$ cat config.mk
export PLATFORM = sky130hd
export DESIGN_NAME = irq_cond
export DESIGN_NICKNAME = d
export VERILOG_FILES = /design/src/rtl/irq_cond.sv
export SDC_FILE = /design/constraint.sdc
export NUM_CORES = 1
export LEC_CHECK = 0
export ABC_CLOCK_PERIOD_IN_PS = 1260
export CAP_MARGIN = 20
export CORE_MARGIN = 3
export CORE_UTILIZATION = 42
export CTS_CLUSTER_DIAMETER = 150
export DETAILED_ROUTE_END_ITERATION = 10
export PLACE_DENSITY = 0.74
export SKIP_CTS_REPAIR_TIMING = 1
export SLEW_MARGIN = 20
export SYNTH_ARGS = -nofsm -noshare
export SYNTH_HDL_FRONTEND = slang
export SYNTH_SLANG_ARGS = --single-unit
$ cat constraint.sdc
create_clock -name clk -period 1.26 [get_ports clk]
set_input_delay 0.189 -clock clk [delete_from_list [all_inputs] [get_ports clk]]
set_output_delay 0.189 -clock clk [all_outputs]
set_load 0.01 [all_outputs]
$ cat src/rtl/irq_cond.sv
`timescale 1ns/1ps
module irq_cond #(
  parameter int IN_W = 8
) (
  input  logic            clk,
  input  logic            rst_n,
  input  logic [IN_W-1:0] pin_i,
  input  logic [3:0]      ack_i,
  output logic [3:0]      pend_o,
  output logic            halt_o,
  output logic            irq_o
);
  localparam int NDEF = 6;
  localparam logic [IN_W-1:0] DEF_MASK = {{(IN_W-NDEF){1'b0}}, {NDEF{1'b1}}};

  logic [IN_W-1:0] s1, s2, lvl_q, chg;
  logic [3:0]      pend_d;
  logic            mck_fall;

  always_ff @(posedge clk or negedge rst_n) begin
    if (!rst_n) begin
      s1 <= '0;
      s2 <= '0;
    end else begin
      s1 <= pin_i;
      s2 <= s1;
    end
  end

  assign chg      = (s2 ^ lvl_q) & DEF_MASK;
  assign mck_fall = chg[2] & ~s2[2];

  assign pend_d[0] = chg[0] ? s2[0] : (pend_o[0] & ~ack_i[0]);
  assign pend_d[1] = chg[1] ? s2[1] : (pend_o[1] & ~ack_i[1]);
  assign pend_d[2] = ~ack_i[2] & (pend_o[2] | mck_fall);
  assign pend_d[3] = chg[5] ? s2[5] : (pend_o[3] & ~ack_i[3]);

  always_ff @(posedge clk or negedge rst_n) begin
    if (!rst_n) begin
      lvl_q  <= '0;
      pend_o <= '0;
      halt_o <= 1'b0;
    end else begin
      lvl_q  <= lvl_q ^ chg;
      pend_o <= pend_d;
      if (chg[3]) halt_o <= s2[3];
    end
  end

  assign irq_o = |pend_o;
endmodule

==> flow_summary.ini <==
[status]
status = complete, but fails checks
violations = negative setup slack

[final_layout]
fin_nets = 79
drive_above_1_share_pct = 15.9
area_growth_pct = 39.0
nFillCells = 109
final-instance-count-excl-fill = 78
diodes = 0
design_area_um2 = 873

[critical_path]
cp.arrival_ns = 1.31
cp-end-kind = output port
crit_slowest_cell = or4_1
worstSetupStartpointType = flop
worstPathCellList = or4_1 > buf_2
cp_max_fo = 2
cp.required_ns = 1.07
path_class = reg2out
max_stage_delay_ns = 0.50

[global_routing]
grt_max_degree = 21
antenna_found_initial = 0
grt_pass1_wl_um = 1400
grt.total_usage_pct = 9.94
grt_pass1_vias = 351
grt-ovfl-total = 0

[pwr]
irDropWorstVdd_mv = 0.742
p_clk_share_pct = 27.0
p_seq_share_pct = 57.6
swShare_pct = 21.2
fin_total_pwr_mw = 1.26
power_density_nw_per_um2 = 1450
p_int_mw = 0.996
p_leak_nw = 0.460
switching_power_mw = 0.268
p_comb_share_pct = 15.4

[route]
vias = 351
wl_per_cell_um = 10.4
drtAntennaViolNets = 0
drc_errors = 0
drt-initial-drc-count = 0
vias_per_cell = 4.50
finalWirelength_um = 815
firstDrtPassIters = 1

[timing]
clock_skew_ns = 0.00430
fin_crit_sh_pct = 119
hold_viol = 0
finalSetupTns_ns = -0.235
period_needed_ns = 1.50
rsz0062_at_grt = true
max_slew_margin_pct = 84.1
setup_slack_ns = -0.235
setup_viol = 1
fmax_mhz = 669
tightest_slew_ns = 0.239
drv_slew = 0

[place]
post-dp-hpwl_um = 624
dp_cells = 74
dpl_cell_area_um2 = 830
io_buffers = 16
routabilityCongestion = 0.684

[floorplanning]
start_util_pct = 46.5
io_pins = 20
num_rows = 13
fp.coreArea_um2 = 1350
die_x_um = 44.7
die-height_um = 44.7
die_area_um2 = 2000

[logic_synthesis]
synth_cells = 42
synth_ff_type = dfrtp_1
synth_edf_count = 0
synth_nets = 57
async_flop_share_pct = 100
synth_top_area_share_pct = 79.7
synth-warning-count = 0
avgSynthCellArea_um2 = 15.0
synth_cell_types = 11
synth_common_cells = dfrtp_1 (20), clkbuf_1 (4), inv_1 (4)
seq_area_frac_synth_pct = 79.7
synth.cell_area_um2 = 628
synth_top_area_cell = dfrtp_1
synth-seq-cells = 20
synthTopCellsByArea = dfrtp_1 (80%), maj3_1 (4.8%), nor2b_1 (3.0%)
yosysMostFrequentCell = dfrtp_1

[cts]
clock_tree.root_cell = clkbuf_4
clk_latency_ns = 0.28
cts_tree = done
htree_num_levels = 1
cts_made_buffers = 3
clkSinkCount = 20
cts.path.max_buffers = 2
clkTransAtPathRegs_ns = 0.10

[flow_run]
maxCapViolations = 0

[worst_hold_path]
hold_class = in2async
## state kept, by name (all words and copies together) (netlist names)
name / count
lvl_q: 5
halt_o: 1
pend_o: 4
s2: 5
s1: 5
## power groups by stage
| stage | Sequential, mW | Clock [mW] | Combinational, mW |
|---|---|---|---|
| after floorplan | 0.748 | 0 | 0.0759 |
| after global placement | 0.738 | 0 | 0.200 |
| after detailed placement | 0.743 | 0 | 0.210 |
| after CTS | 0.730 | 0.359 | 0.211 |
| after global routing | 0.737 | 0.381 | 0.217 |
| final | 0.728 | 0.341 | 0.195 |
## routing by layer
layer / part of all wire (%) / GRT usage (%) / up-vias
li1: - / - / 169
met1: 41 / 13.2 / 169
met2: 49 / 15.8 / 13
met3: 9.8 / 2.44 / 0
met4: 0 / 3.61 / 0
met5: 0 / 0 / -
## cell usage in the layout, fill, tap and decap left out
master / netlist / layout
inv_1: 4 / 4
nand2_1: 1 / 1
dfrtp_1: 20 / 20
or4_1: 1 / 1
clkbuf_8: 0 / 1
clkdlybuf4s50_1: 0 / 10
buf_2: 0 / 1
ha_1: 1 / 1
nor2b_1: 3 / 3
dlymetal6s2s_1: 0 / 5
xnor2_1: 1 / 1
o21ai_0: 1 / 1
nor2_1: 3 / 3
clkbuf_4: 0 / 3
maj3_1: 3 / 3
buf_4: 0 / 5
## per-stage QoR
stage / utilization, % / setup slack [ns] / hold slack (ns)
after floorplan: - / 0.0950 / -0.107
after global placement: 61.4 / -0.264 / 0.331
after detailed placement: 61.4 / -0.270 / 0.337
after CTS: 64.1 / -0.596 / 0.220
after global routing: 64.7 / -0.278 / 0.246
final: 64.7 / -0.235 / 0.223
## critical path: cells and delay by family, from the launching register on
kind | cells | cell delay, ns
simple gates | 1 | 0.50
flops | 1 | 0.38
buf+inv | 1 | 0.15
## layout make-up
type	count	area [um2]	area share (%)
inverters	4	15.0	1.72
clock buffers	4	36.3	4.15
multi-input cells	14	97.6	11.2
flip-flops and latches	20	500	57.3
repair buffers	21	205	23.5
well taps	15	18.8	2.15
## worst paths after layout
kind                       slack [ns]  cells after the start  startpoint   endpoint
setup / recovery                -0.24                      2   pend_o[0]      irq_o
hold / removal                   0.22                      2       rst_n   lvl_q[1]
setup reg to reg                 0.16                      3   pend_o[0]  pend_o[0]
hold reg to reg                  0.36                      0       s1[0]      s2[0]
max in group asynchronous        0.84                      2       rst_n  pend_o[3]
min in group clk                 0.33                      1    pin_i[5]      s1[5]
## kinds of logic after synthesis
| kind of cell | after synthesis | synth area share [%] |
|---|---|---|
| buf+inv | 8 | 4.78 |
| xor+xnor | 1 | 1.39 |
| fa+ha+maj | 4 | 6.77 |
| compound gates | 1 | 0.796 |
| flops | 20 | 79.7 |
| simple gates | 8 | 6.57 |
Note: power is estimated with default switching activity, not from simulation.
